==> config.mk <==
export PLATFORM = sky130hd
export DESIGN_NAME = pwm_sync_group
export DESIGN_NICKNAME = d
export VERILOG_FILES = /design/src/rtl/spwm_pkg.sv /design/src/rtl/spwm_timebase.sv /design/src/rtl/spwm_regs.sv /design/src/rtl/spwm_update.sv /design/src/rtl/pwm_sync_group.sv
export SDC_FILE = /design/constraint.sdc
export NUM_CORES = 1
export LEC_CHECK = 0
export BUFFER_PORTS_ARGS = -buffer_cell sky130_fd_sc_hd__buf_2
export CAP_MARGIN = 40
export CELL_PAD_IN_SITES_DETAIL_PLACEMENT = 1
export CELL_PAD_IN_SITES_GLOBAL_PLACEMENT = 2
export CORE_UTILIZATION = 42
export CTS_CLUSTER_SIZE = 10
export DETAILED_ROUTE_END_ITERATION = 8
export MAX_ROUTING_LAYER = met4
export PLACE_DENSITY = 0.87
export SYNTH_ARGS = -nofsm -noshare
export SYNTH_HDL_FRONTEND = slang
export SYNTH_SLANG_ARGS = --single-unit
==> constraint.sdc <==
create_clock -name clk -period 5.84 [get_ports clk]
set_clock_uncertainty 0.2 [all_clocks]
set_input_delay 1.168 -clock clk [delete_from_list [all_inputs] [get_ports clk]]
set_output_delay 1.168 -clock clk [all_outputs]
set_load 0.005 [all_outputs]
==> src/rtl/spwm_pkg.sv <==
package spwm_pkg;

  typedef enum logic [1:0] {
    BANK_CTRL = 2'd0,
    BANK_CFG  = 2'd1,
    BANK_PRD  = 2'd2,
    BANK_DTY  = 2'd3
  } bank_e;

  typedef enum logic [1:0] {
    CT_EN   = 2'd0,
    CT_DIS  = 2'd1,
    CT_GRP  = 2'd2,
    CT_TRIG = 2'd3
  } ctl_e;

  localparam int DATA_W      = 32;
  localparam int GRP_MODE_B  = 8;
  localparam int GRP_UPR_LSB = 16;
  localparam int CFG_CTR_B   = 8;

  // true when this tick finishes a period
  function automatic logic cycle_end(input logic [31:0] cnt, input logic [31:0] prd,
                                     input logic ctr, input logic down);
    if (!ctr) return cnt >= prd;
    return (prd == 32'd0) || ((down || cnt >= prd) && cnt <= 32'd1);
  endfunction

  // counter value after one tick
  function automatic logic [31:0] count_step(input logic [31:0] cnt, input logic [31:0] prd,
                                             input logic ctr, input logic down);
    logic gd;
    gd = down || (cnt >= prd);
    if (!ctr) return (cnt >= prd) ? 32'd0 : cnt + 32'd1;
    if (prd == 32'd0) return 32'd0;
    if (gd) return (cnt == 32'd0) ? 32'd0 : cnt - 32'd1;
    return cnt + 32'd1;
  endfunction

  // direction after one tick (1 = counting down)
  function automatic logic next_down(input logic [31:0] cnt, input logic [31:0] prd,
                                     input logic ctr, input logic down);
    logic gd;
    gd = down || (cnt >= prd);
    if (!ctr || prd == 32'd0) return 1'b0;
    return gd && (cnt > 32'd1);
  endfunction

endpackage

==> src/rtl/spwm_timebase.sv <==
module spwm_timebase #(
  parameter int CW = 16,
  parameter int PW = 4
) (
  input  logic          clk,
  input  logic          rst_n,
  input  logic          run,
  input  logic [PW-1:0] pre,
  input  logic          ctr,
  input  logic [CW-1:0] prd,
  output logic [CW-1:0] cnt,
  output logic          bnd
);
  logic [PW-1:0] pdiv;
  logic          down;
  logic          tick;
  logic [31:0]   c32;
  logic [31:0]   p32;

  assign c32  = 32'(cnt);
  assign p32  = 32'(prd);
  assign tick = run && (pdiv >= pre);
  assign bnd  = tick && spwm_pkg::cycle_end(c32, p32, ctr, down);

  always_ff @(posedge clk) begin
    if (!rst_n || !run) begin
      pdiv <= '0;
      down <= 1'b0;
      cnt  <= '0;
    end else if (tick) begin
      pdiv <= '0;
      cnt  <= CW'(spwm_pkg::count_step(c32, p32, ctr, down));
      down <= spwm_pkg::next_down(c32, p32, ctr, down);
    end else begin
      pdiv <= pdiv + 1'b1;
    end
  end
endmodule

==> src/rtl/spwm_regs.sv <==
module spwm_regs #(
  parameter int NCH = 4,
  parameter int CW  = 16,
  parameter int PW  = 4,
  parameter int UW  = 4,
  parameter int CI  = 2,
  parameter int AW  = 4
) (
  input  logic                     clk,
  input  logic                     rst_n,
  input  logic                     wr_en,
  input  logic [AW-1:0]            wr_addr,
  input  logic [31:0]              wr_data,
  output logic [NCH-1:0]           chen,
  output logic [NCH-1:0]           sync_raw,
  output logic [NCH-1:0]           sync_eff,
  output logic                     mode,
  output logic [UW-1:0]            upr,
  output logic [NCH-1:0][PW-1:0]   pre,
  output logic [NCH-1:0]           ctr,
  output logic [NCH-1:0][CW-1:0]   prd_upd,
  output logic [NCH-1:0][CW-1:0]   dty_upd,
  output logic                     unlock_req
);
  import spwm_pkg::*;

  bank_e          bank;
  ctl_e           creg;
  logic [CI-1:0]  idx;
  logic           idx_ok;
  logic [NCH-1:0] dbits;
  logic [NCH-1:0] grp_mask;

  assign bank     = bank_e'(wr_addr[AW-1 -: 2]);
  assign creg     = ctl_e'(wr_addr[1:0]);
  assign idx      = wr_addr[CI-1:0];
  assign idx_ok   = 32'(idx) < NCH;
  assign dbits    = wr_data[NCH-1:0];
  assign sync_eff = {sync_raw[NCH-1:1], |sync_raw};
  assign grp_mask = dbits[0] ? sync_eff : '0;
  assign unlock_req = wr_en && bank == BANK_CTRL && creg == CT_TRIG && wr_data[0];

  always_ff @(posedge clk) begin
    if (!rst_n) begin
      chen     <= '0;
      sync_raw <= '0;
      mode     <= 1'b0;
      upr      <= '0;
      pre      <= '0;
      ctr      <= '0;
      prd_upd  <= '0;
      dty_upd  <= '0;
    end else if (wr_en) begin
      case (bank)
        BANK_CTRL: begin
          case (creg)
            CT_EN:  chen <= chen | dbits | grp_mask;
            CT_DIS: chen <= chen & ~(dbits | grp_mask);
            CT_GRP: begin
              sync_raw <= (sync_raw & chen) | (dbits & ~chen);
              mode     <= wr_data[GRP_MODE_B];
              upr      <= wr_data[GRP_UPR_LSB +: UW];
            end
            default: ;
          endcase
        end
        BANK_CFG: if (idx_ok) begin
          pre[idx] <= wr_data[PW-1:0];
          ctr[idx] <= wr_data[CFG_CTR_B];
        end
        BANK_PRD: if (idx_ok) prd_upd[idx] <= wr_data[CW-1:0];
        default:  if (idx_ok) dty_upd[idx] <= wr_data[CW-1:0];
      endcase
    end
  end
endmodule

==> src/rtl/spwm_update.sv <==
module spwm_update #(
  parameter int NCH = 4,
  parameter int CW  = 16,
  parameter int UW  = 4
) (
  input  logic                   clk,
  input  logic                   rst_n,
  input  logic [NCH-1:0]         bnd,
  input  logic [NCH-1:0]         sync_eff,
  input  logic                   mode,
  input  logic [UW-1:0]          upr,
  input  logic [NCH-1:0][CW-1:0] prd_upd,
  input  logic [NCH-1:0][CW-1:0] dty_upd,
  input  logic                   unlock_req,
  output logic [NCH-1:0][CW-1:0] prd_act,
  output logic [NCH-1:0][CW-1:0] dty_act,
  output logic                   unlock_q,
  output logic                   grp_prd_xfer,
  output logic                   grp_dty_xfer
);
  logic          grp_bnd;
  logic [UW-1:0] upcnt;

  assign grp_bnd      = bnd[0] && sync_eff[0];
  assign grp_prd_xfer = grp_bnd && unlock_q;
  assign grp_dty_xfer = mode ? (grp_bnd && upcnt == '0) : grp_prd_xfer;

  always_ff @(posedge clk) begin
    if (!rst_n) begin
      unlock_q <= 1'b0;
      upcnt    <= '0;
    end else begin
      if (unlock_req)        unlock_q <= 1'b1;
      else if (grp_prd_xfer) unlock_q <= 1'b0;
      if (!mode)             upcnt <= '0;
      else if (grp_bnd)      upcnt <= (upcnt == '0) ? upr : upcnt - 1'b1;
    end
  end

  for (genvar c = 0; c < NCH; c++) begin : g_ch
    always_ff @(posedge clk) begin
      if (!rst_n) begin
        prd_act[c] <= '0;
        dty_act[c] <= '0;
      end else if (sync_eff[c]) begin
        if (grp_dty_xfer)           dty_act[c] <= dty_upd[c];
        if (grp_prd_xfer && c == 0) prd_act[c] <= prd_upd[c];
      end else if (bnd[c]) begin
        prd_act[c] <= prd_upd[c];
        dty_act[c] <= dty_upd[c];
      end
    end
  end
endmodule

==> src/rtl/pwm_sync_group.sv <==
module pwm_sync_group #(
  parameter int NCH = 4,
  parameter int CW  = 16,
  parameter int PW  = 4,
  parameter int UW  = 4,
  localparam int CI = (NCH > 4) ? $clog2(NCH) : 2,
  localparam int AW = CI + 2
) (
  input  logic           clk,
  input  logic           rst_n,
  input  logic           wr_en,
  input  logic [AW-1:0]  wr_addr,
  input  logic [31:0]    wr_data,
  output logic [NCH-1:0] pwm_out,
  output logic [NCH-1:0] ch_active
);
  logic [NCH-1:0]           chen;
  logic [NCH-1:0]           sync_raw;
  logic [NCH-1:0]           sync_eff;
  logic                     mode;
  logic [UW-1:0]            upr;
  logic [NCH-1:0][PW-1:0]   pre;
  logic [NCH-1:0]           ctr;
  logic [NCH-1:0][CW-1:0]   prd_upd;
  logic [NCH-1:0][CW-1:0]   dty_upd;
  logic [NCH-1:0][CW-1:0]   prd_act;
  logic [NCH-1:0][CW-1:0]   dty_act;
  logic [NCH-1:0][CW-1:0]   cnt;
  logic [NCH-1:0]           bnd;
  logic [NCH-1:0]           run;
  logic                     unlock_req;
  logic                     unlock_q;
  logic                     grp_prd_xfer;
  logic                     grp_dty_xfer;
  logic                     bnd0;
  logic [CW-1:0]            cnt0;
  logic [CW-1:0]            prd0;

  assign bnd0 = bnd[0];
  assign cnt0 = cnt[0];
  assign prd0 = prd_act[0];
  assign ch_active = chen;

  spwm_regs #(.NCH(NCH), .CW(CW), .PW(PW), .UW(UW), .CI(CI), .AW(AW)) u_regs (
    .clk(clk), .rst_n(rst_n), .wr_en(wr_en), .wr_addr(wr_addr), .wr_data(wr_data),
    .chen(chen), .sync_raw(sync_raw), .sync_eff(sync_eff), .mode(mode), .upr(upr),
    .pre(pre), .ctr(ctr), .prd_upd(prd_upd), .dty_upd(dty_upd), .unlock_req(unlock_req)
  );

  spwm_update #(.NCH(NCH), .CW(CW), .UW(UW)) u_upd (
    .clk(clk), .rst_n(rst_n), .bnd(bnd), .sync_eff(sync_eff), .mode(mode), .upr(upr),
    .prd_upd(prd_upd), .dty_upd(dty_upd), .unlock_req(unlock_req),
    .prd_act(prd_act), .dty_act(dty_act), .unlock_q(unlock_q),
    .grp_prd_xfer(grp_prd_xfer), .grp_dty_xfer(grp_dty_xfer)
  );

  for (genvar c = 0; c < NCH; c++) begin : g_ch
    logic [CW-1:0] cmp_cnt;
    if (c == 0) begin : g_lead
      assign run[c] = chen[0] || |(chen & sync_eff);
    end else begin : g_follow
      assign run[c] = chen[c] && !sync_eff[c];
    end
    spwm_timebase #(.CW(CW), .PW(PW)) u_tb (
      .clk(clk), .rst_n(rst_n), .run(run[c]), .pre(pre[c]), .ctr(ctr[c]),
      .prd(prd_act[c]), .cnt(cnt[c]), .bnd(bnd[c])
    );
    assign cmp_cnt    = sync_eff[c] ? cnt[0] : cnt[c];
    assign pwm_out[c] = chen[c] && (cmp_cnt < dty_act[c]);
  end
endmodule

# --- After elaboration in Yosys (flattened, before gate mapping) ---
# Index checks and enable logic that the tools add are counted.
op_classes:
  add_sub_neg: 13
  multipliers: 0
  div_mod_pow: 0
  magnitude_cmp: 22
  eq_ne: 10
  shift: 0
  n_mux: 138
  bitwise_logic: 14
  n_reduce_logical: 97
ops:
  columns: ["operator", "n"]
  rows:
  - ["$mux W16", 51]
  - ["$logic_not A32 Y1", 8]
  - ["$bwmux W64", 2]
  - ["$mux W1", 76]
  - ["$add A16 B1 Y16 const B", 4]
  - ["$ge A16 B16 Y1", 4]
  - ["$gt A16 B1 Y1 const B", 4]
  - ["$le A16 B1 Y1 const B", 4]
  - ["$lt A16 B16 Y1", 4]
  - ["$sub A16 B1 Y16 const B", 4]
  - ["$demux W16 S2", 1]
  - ["$logic_and A1 B1 Y1", 30]
  - ["$reduce_and A2 Y1", 12]
  - ["$logic_or A1 B1 Y1", 17]
  - ["$add A4 B1 Y4 const B", 4]
  - ["$and A4 B4 Y4", 4]
  - ["$bwmux W16", 1]
  - ["$ge A4 B4 Y1", 4]
  - ["$or A4 B4 Y4", 4]
  - ["$logic_not A1 Y1", 12]
  - ["$mux W4", 3]
  - ["$reduce_bool A2 Y1", 6]
  - ["$demux W4 S2", 1]
  - ["$not A4 Y4", 2]
  - ["17 further kinds", 32]
totals:
  register_bits: 378
  latchBits: 0
  ramBits: 0
  mem_bits_ro: 0
  input_bits: 39
  output_inout_bits: 8
  word_cells: 333
  mem_count: 0

# --- Logic depth before layout (Yosys ltp) ---
# Gate-level depths: netlist of run 1.
depth:
  ltp_word: 17
  mapped_depth: 12
  depth_no_buf: 9

# --- Modules after synthesis ---
# A second synthesis of run 1 with hierarchy kept.
unflattened:
  hier_cells: 2730
  hier_area_um2: 22799.4
modules_own_cells:
  columns: ["mod", "n_inst", "cells_per_inst", "area_per_inst_um2", "seq_area_each_um2"]
  rows:
  - ["spwm_timebase at g_ch[0].u_tb ...", 3, 322, 2297.2, 420.4]
  - ["spwm_regs", 1, 578, 5985.7, 3223.1]
  - ["spwm_update", 1, 608, 5580.4, 2662.6]
  - ["spwm_timebase at g_ch[3].u_tb", 1, 306, 2179.6, 420.4]
  - ["pwm_sync_group", 1, 272, 2162.1, 0.0]

# --- Least setup slack after synthesis of run 1 ---
# No wires, ideal clock.
synth_path:
  path_kind: "register -> output"
  startpoint: "register (tool-made name)"
  endpoint: "output pwm_out[2]"
  arrival_ns: 2.597
  t_required_ns: 4.472
  path_slack_ns: 1.875
  path_stages_with_launch: 10
  n_path_buf: 3
  cell_sequence: "dfxtp_1 -> clkbuf_1 -> clkbuf_1 -> clkbuf_1 -> mux2_2 -> ha_1 -> nand4_1 -> or4_1 -> a21oi_1 -> nor4_1"
synth_lines:
  columns: ["element", "line", "rtl"]
  rows:
  - ["end, declared", "pwm_sync_group.sv:14", "output logic [NCH-1:0] pwm_out,"]

==> results of run 1 <==
[path summary, 6_finish.rpt]
check | from | end | slack (ns)
setup / recovery | register | pwm_out[2] | 0.86
hold / removal | u_regs.dty_upd[44] | u_upd.dty_act[44] | 0.26
setup reg to reg | g_ch[0].u_tb.cnt[0] | u_upd.dty_act[28] | 1.21
hold reg to reg | u_regs.dty_upd[44] | u_upd.dty_act[44] | 0.26
[power groups by stage]
| stage | clock (mW) | combinational [mW] | sequential (mW) |
|---|---|---|---|
| 2_1_floorplan | 0 | 0.279 | 2.66 |
| 3_3_place_gp | 0 | 0.398 | 2.68 |
| 3_5_place_dp | 0 | 0.415 | 2.68 |
| 4_1_cts | 2.91 | 0.418 | 2.62 |
| 5_1_grt | 3.00 | 0.454 | 2.62 |
| 6_report | 2.84 | 0.421 | 2.62 |
[critical path, delay by kind of cell, from the launching register on]
family	cells	cell delay, ns
AO/OA/AOI/OAI	5	0.74
flip-flops	1	0.72
multiplexers	1	0.41
adder cells (fa/ha/maj)	1	0.30
buffers and inverters	1	0.23
AND/OR/NAND/NOR	2	0.63
[cells in the final DEF, fill, tap and decap left out, types with 16 or more instances in the layout]
master / Yosys / final
nand2_1: 499 / 499
dfxtp_1: 378 / 378
inv_1: 172 / 172
a21boi_0: 167 / 167
ha_1: 161 / 161
o21ai_0: 152 / 151
nor2_1: 127 / 127
nand3_1: 116 / 116
mux2i_1: 95 / 95
a21oi_1: 81 / 80
nor3_1: 70 / 70
nor2b_1: 50 / 50
clkbuf_16: 0 / 49
buf_4: 1 / 45
mux2_2: 38 / 38
nor4_1: 36 / 36
and3_1: 35 / 35
buf_2: 1 / 34
nand4_1: 32 / 32
a21o_1: 30 / 30
a31oi_1: 30 / 30
xnor2_1: 29 / 29
xor2_1: 29 / 29
a211oi_1: 27 / 25
a2111oi_0: 21 / 21
or4_1: 20 / 20
a221oi_1: 20 / 20
o211ai_1: 16 / 16
[cell type report]
class | instances | area share [%]
Tap cell | 688 | 3.48
Clock inverter | 4 | 0.182
Sequential cell | 378 | 30.6
Inverter | 172 | 2.61
Antenna cell | 5 | 0.0506
Clock buffer | 67 | 5.68
Multi-Input combinational cell | 2089 | 55.0
Timing Repair Buffer | 84 | 2.40
[state kept, by name, summed over array words and instances (netlist names), 16 cells and up, named ones only]
| register | cells |
|---|---|
| u_upd.dty_act | 64 |
| g_ch.u_tb.cnt | 64 |
| u_regs.dty_upd | 64 |
| u_regs.pre | 16 |
| g_ch.u_tb.pdiv | 16 |
| u_upd.prd_act | 64 |
| u_regs.prd_upd | 64 |
[stage by stage]
step	total power, mW	area (um2)
finish	5.88	24700
global route	6.08	24700
CTS	5.95	24700
detailed placement	3.09	23300
global placement	3.08	23200
floorplan	2.94	22500
[metal layers]
layer,global-route usage (%),wire length (um),share of wire (%)
met2,47.6,36100,47
met1,35.7,34100,45
met3,4.24,3410,4.5
met5,-,0,0
met4,11.0,2590,3.4
[logic make-up (layout without fill, tap and decap cells)]
kind of cell / Yosys count / in the layout
other: 0 / 5
AO/OA/AOI/OAI: 681 / 681
AND/OR/NAND/NOR: 1056 / 1056
adder cells (fa/ha/maj): 161 / 161
XOR/XNOR: 58 / 58
multiplexers: 133 / 133
flip-flops: 378 / 378
buffers and inverters: 361 / 327
==> results.md, run 1 <==
- Post-Syn Area per Cell: 7.96 um2
- Core area: between 50000 and 60000 um2
- Worst hold path type: reg2reg
- Area growth syn-to-layout: 9.76%
- TritonRoute pass-1 iters: 7
- Multi-input combinational cell area: about 14000 um2
- Die Span Y: about 230 um
- Finished Layout Cells: ~3500
- Top FF cell, synth: dfxtp_1
- Worst slew pin tran: approximately 0.99 ns
- Final core utilization: 46.9%
- Post-Synth Simple-Gate Area: between 20% and 30%
- Setup Slack @ Placement: 1.40 ns
- Final wirelength: approximately 76000 um
- Leak: 9.48 nW
- CTS max path bufs: 3
- Post-CTS sizing: 0
- CTS buffer count: 47
- DRC: 8
- Period utilization: a little under nine tenths
- Clock latency on the worst-skew pair: 0.59 ns
- Compound-gate portion of the synthesized area: 21.1%
- Drt initial violations: around 1400
- Fillcell total: 6396
- Syn Inst Count: between 2000 and 3000
- Critical-path cell list: mux2_2, ha_1, a21o_1, a21o_1, a21oi_1, nor2b_1, o21ai_0, a21oi_1, nor4_1, buf_2
- FFs w/ async S/R, synth: 0%
- Starting Density: between 40% and 50%
- Mux cell area share after synthesis: between 6 and 7%
- Comb pwr share: slightly above 7%
- Seq cells post-synth: 378
- Rows: 84
- Worst Setup End Kind: output port
- Placer Congestion: approximately 0.90
- Clock power share: ~48%
- Yosys cell types: 78
- Final worst slack: roughly 0.86 ns
- Max Cap Violations: 0
- Die footprint: ~55000 um2
- Post-CTS Setup Inserts: 0
- Outcome: finished, violations left
- CTS tree: yes
- Die Wd: approximately 230 um
- Crit path required time: 4.47 ns
- # port buffers: 34
- HPWL after detailed placement: between 50000 and 60000 um
- Hold_buf cts: 0
- First-pass GRT wire length: between 100000 and 150000 um
- Final slew viol count: 0
- Startpoint Class: register
- Mapped cell area: 22500 um2
- Post-layout min period: between 4 and 5 ns
- Internal Power: between 4 and 5 mW
- Synth Area in Adders: slightly below 9%
- Hold slack: 0.255 ns
- Syn nets: a little over 3000
- Storage element area: 7570 um2
- Switching Fraction: 25.0%
- Net switching power: about 1.5 mW
- Vias: ~21000
- Clk sinks: around 380
- Most frequent cells after synthesis: nand2_1 (499), dfxtp_1 (378), inv_1 (172)
- Final ANT Viol Nets: 0
- Vias per Instance: 5.93
- Most common cell in the netlist: nand2_1
- Top cell type's share of synthesized area: between 30% and 40%
- Antenna violations before repair: 5
- Sequential area share after synthesis: 33.6%
- Wire per inst: ~22 um
- R2R depth: 9
- Highest fanout seen on the critical path: 16
- I/O pin total: 47
- Crit path DAT: 3.61 ns
- Largest family of logic cells by synthesized area: simple AND/OR/NAND/NOR gates
- GRT Total Usage: 29.0%
- RSZ-0062 raised after global routing: no
- Failing checks: design-rule violations
- Synth Area in XOR/XNOR: ~2.3%
- Type of the worst setup path: reg2out
- Count of final setup violators: 0
- EDFF count, synth: 0
- Largest net degree at the start of global routing: 175
- Max stage delay on crit path: 0.72 ns
- Hold path cells: 2
- H-tree depth: 2
- Synth top area cells: dfxtp_1 (34%), ha_1 (8.9%), nand2_1 (8.3%), a21boi_0 (5.6%), mux2i_1 (4.2%)
- Yosys top cell by area: dfxtp_1
- Clk root buf: clkbuf_16
- Placed Cells: ~3400
- Number of global-route vias before repair: roughly 21000
- Synth warn: 0
- Total gr overflow: 0
- P per Cell Area: approximately 240 nW/um2
- Share of cells above drive strength 1: between 7 and 8%
- Final Hold Viols: 0
- Clock slew at reported path FFs: around 0.060 ns
- Worst VDD drop: ~0.19 mV
- Max_slew headroom: between 30% and 40%
- TNS Setup: 0 ns
- Final #Nets: around 3000
- Seq pwr share: between 40% and 50%
- CP max stage cell: dfxtp_1
- Fmax: about 200 MHz
Power figures use the tool's default switching activity.
==> run 2: changes to the inputs <==
- RECOVER_POWER: not set -> 25
==> results.md, run 2 (synthesis results as in run 1) <==
- Post-Place Cell Area: 23300 um2 (unchanged)
- Worst Setup End Kind: output port
- Core area: 52800 um2 (unchanged)
- Post-CTS sizing: 0 (unchanged)
- Worst VDD drop: 0.186 mV (+0.33%)
- Max Cap Violations: 3 (+3)
- Final Hold Viols: 0 (unchanged)
- Hold Path Origin: u_regs.dty_upd[32]
- # port buffers: 34 (unchanged)
- Fmax: 200 MHz (-0.28%)
- DRC: 8 (unchanged)
- Period utilization: 85.5% (+0.24 points)
- Final slew viol count: 376 (+376)
- Max stage delay on crit path: 0.73 ns (about the same)
- Bufs and invs on worst path: 1 (unchanged)
- First-pass GRT wire length: 120000 um (unchanged)
- CP max stage cell: dfxtp_1
- Total gr overflow: 0 (unchanged)
- I/O pin total: 47 (unchanged)
- TritonRoute pass-1 iters: 7 (unchanged)
- HPWL after detailed placement: 52300 um (unchanged)
- Final instance area: 24700 um2 (-0.22%)
- Antenna violations before repair: 5 (unchanged)
- Critical path's top delay family: compound AO/OA/AOI/OAI gates
- Reg2reg start: g_ch[0].u_tb.cnt[0]
- Leak: 9.45 nW (-0.34%)
- CTS buffer count: 47 (unchanged)
- Drt initial violations: 1321 (-3.2%)
- Starting Density: 42.7% (unchanged)
- Area growth syn-to-layout: 9.52%
- Hold_buf cts: 0 (unchanged)
- Failing checks: design-rule violations, max-capacitance violations, max-slew violations
- Final ANT Viol Nets: 0 (unchanged)
- Most common cell after layout, fill and taps aside: nand2_1
- TNS Setup: 0 ns (unchanged)
- Post-layout min period: 4.99 ns (+0.0139 ns)
- Worst slew pin tran: 2.65 ns (+1.66 ns)
- Post-CTS Setup Inserts: 0 (unchanged)
- Placed Cells: 3411 (unchanged)
- Max_slew headroom: -76.6% (-110 points)
- Die footprint: 54600 um2 (unchanged)
- Critical-path cell list: mux2_2, ha_1, a21o_1, a21o_1, a21oi_1, nor2b_1, o21ai_0, a21oi_1, nor4_1, buf_2
- Placer Congestion: 0.900 (unchanged)
- Final wirelength: 76300 um (about the same)
- H-tree depth: 2 (unchanged)
- RSZ-0062 raised after global routing: no
- Count of final setup violators: 0 (unchanged)
- Vias per Instance: 5.94 (+0.31%)
- Rows: 84 (unchanged)
- Worst hold path type: reg2reg
- Fillcell total: 6404 (+0.13%)
- Die Span Y: 234 um (unchanged)
- P per Cell Area: 238 nW/um2 (+0.19%)
- Type of the worst setup path: reg2out
- Largest net degree at the start of global routing: 175 (unchanged)
- GRT Total Usage: 29.0% (unchanged)
- Final #Nets: 2972 (unchanged)
- Wire per inst: 21.9 um (about the same)
- Crit path DAT: 3.62 ns (about the same)
- Startpoint Class: register
- Clk root buf: clkbuf_16
- Crit path required time: 4.47 ns (about the same)
- Share of cells above drive strength 1: 7.77% (-0.14 points)
- Highest fanout seen on the critical path: 16 (unchanged)
- CTS max path bufs: 3 (unchanged)
- Finished Layout Cells: 3487 (unchanged)
- Vias: 20728 (+0.31%)
- Clk sinks: 378 (unchanged)
- CTS tree: yes
- Most frequent cells in the layout: nand2_1 (499), dfxtp_1 (378), inv_1 (172)
- Clock latency on the worst-skew pair: 0.59 ns (about the same)
- Number of global-route vias before repair: 21325 (unchanged)
- Outcome: finished, violations left
- Clock slew at reported path FFs: 0.05 ns (about the same)
- Die Wd: 234 um (unchanged)
## run 2: path summary, 6_finish.rpt
kind | endpoint | cells past startpoint | slack (ns)
worst max-delay path | pwm_out[2] | 10 | 0.85
worst min-delay path | u_upd.dty_act[32] | 2 | 0.26
worst max register to register | u_upd.dty_act[28] | 9 | 1.23
worst min register to register | u_upd.dty_act[32] | 2 | 0.26
## run 2: worst reg2reg max path, delay by kind of cell (launching register included)
kind            cells  cell delay, ns
compound gates      4            2.19
fa+ha+maj           1            0.34
buf+inv             1            0.27
flops               1            0.82
mux                 1            0.32
simple gates        2            0.38
## run 2: per-stage QoR
step | hold slack [ns] | worst slack [ns] | total power [mW] | util, %
final | 0.256 | 0.847 | 5.88 | 46.8
after global placement | 0.242 | 1.48 | 3.08 | 43.9
after detailed placement | 0.248 | 1.40 | 3.09 | 44.1
after CTS | 0.257 | 0.798 | 5.95 | 46.8
after global routing | 0.272 | 0.532 | 6.08 | 46.7
after floorplan | 0.230 | 1.88 | 2.94 | -
## run 2: cell type report
class	instances	area, um2	share of cell area (%)
inverters	172	646	2.62
clock buffers	67	1400	5.69
diodes	5	12.5	0.0507
repair buffers	84	538	2.18
clock inverters	4	45.0	0.183
multi-input cells	2089	13600	55.1
well taps	688	861	3.49
flip-flops and latches	378	7570	30.7
## run 2: report_power, final
part	internal [mW]	total, mW	switching (mW)
registers	2.60	2.62	0.0237
logic	0.133	0.421	0.288
clock network	1.68	2.84	1.16
## run 2: per-layer routing
layer	GRT usage, %	up-vias	part of all wire, %	wire length (um)
met1	35.7	10308	45	34300
met3	4.24	138	4.2	3210
li1	-	9883	-	-
met4	11.0	0	3.4	2620
met5	-	-	0	0
met2	47.6	399	47	36200
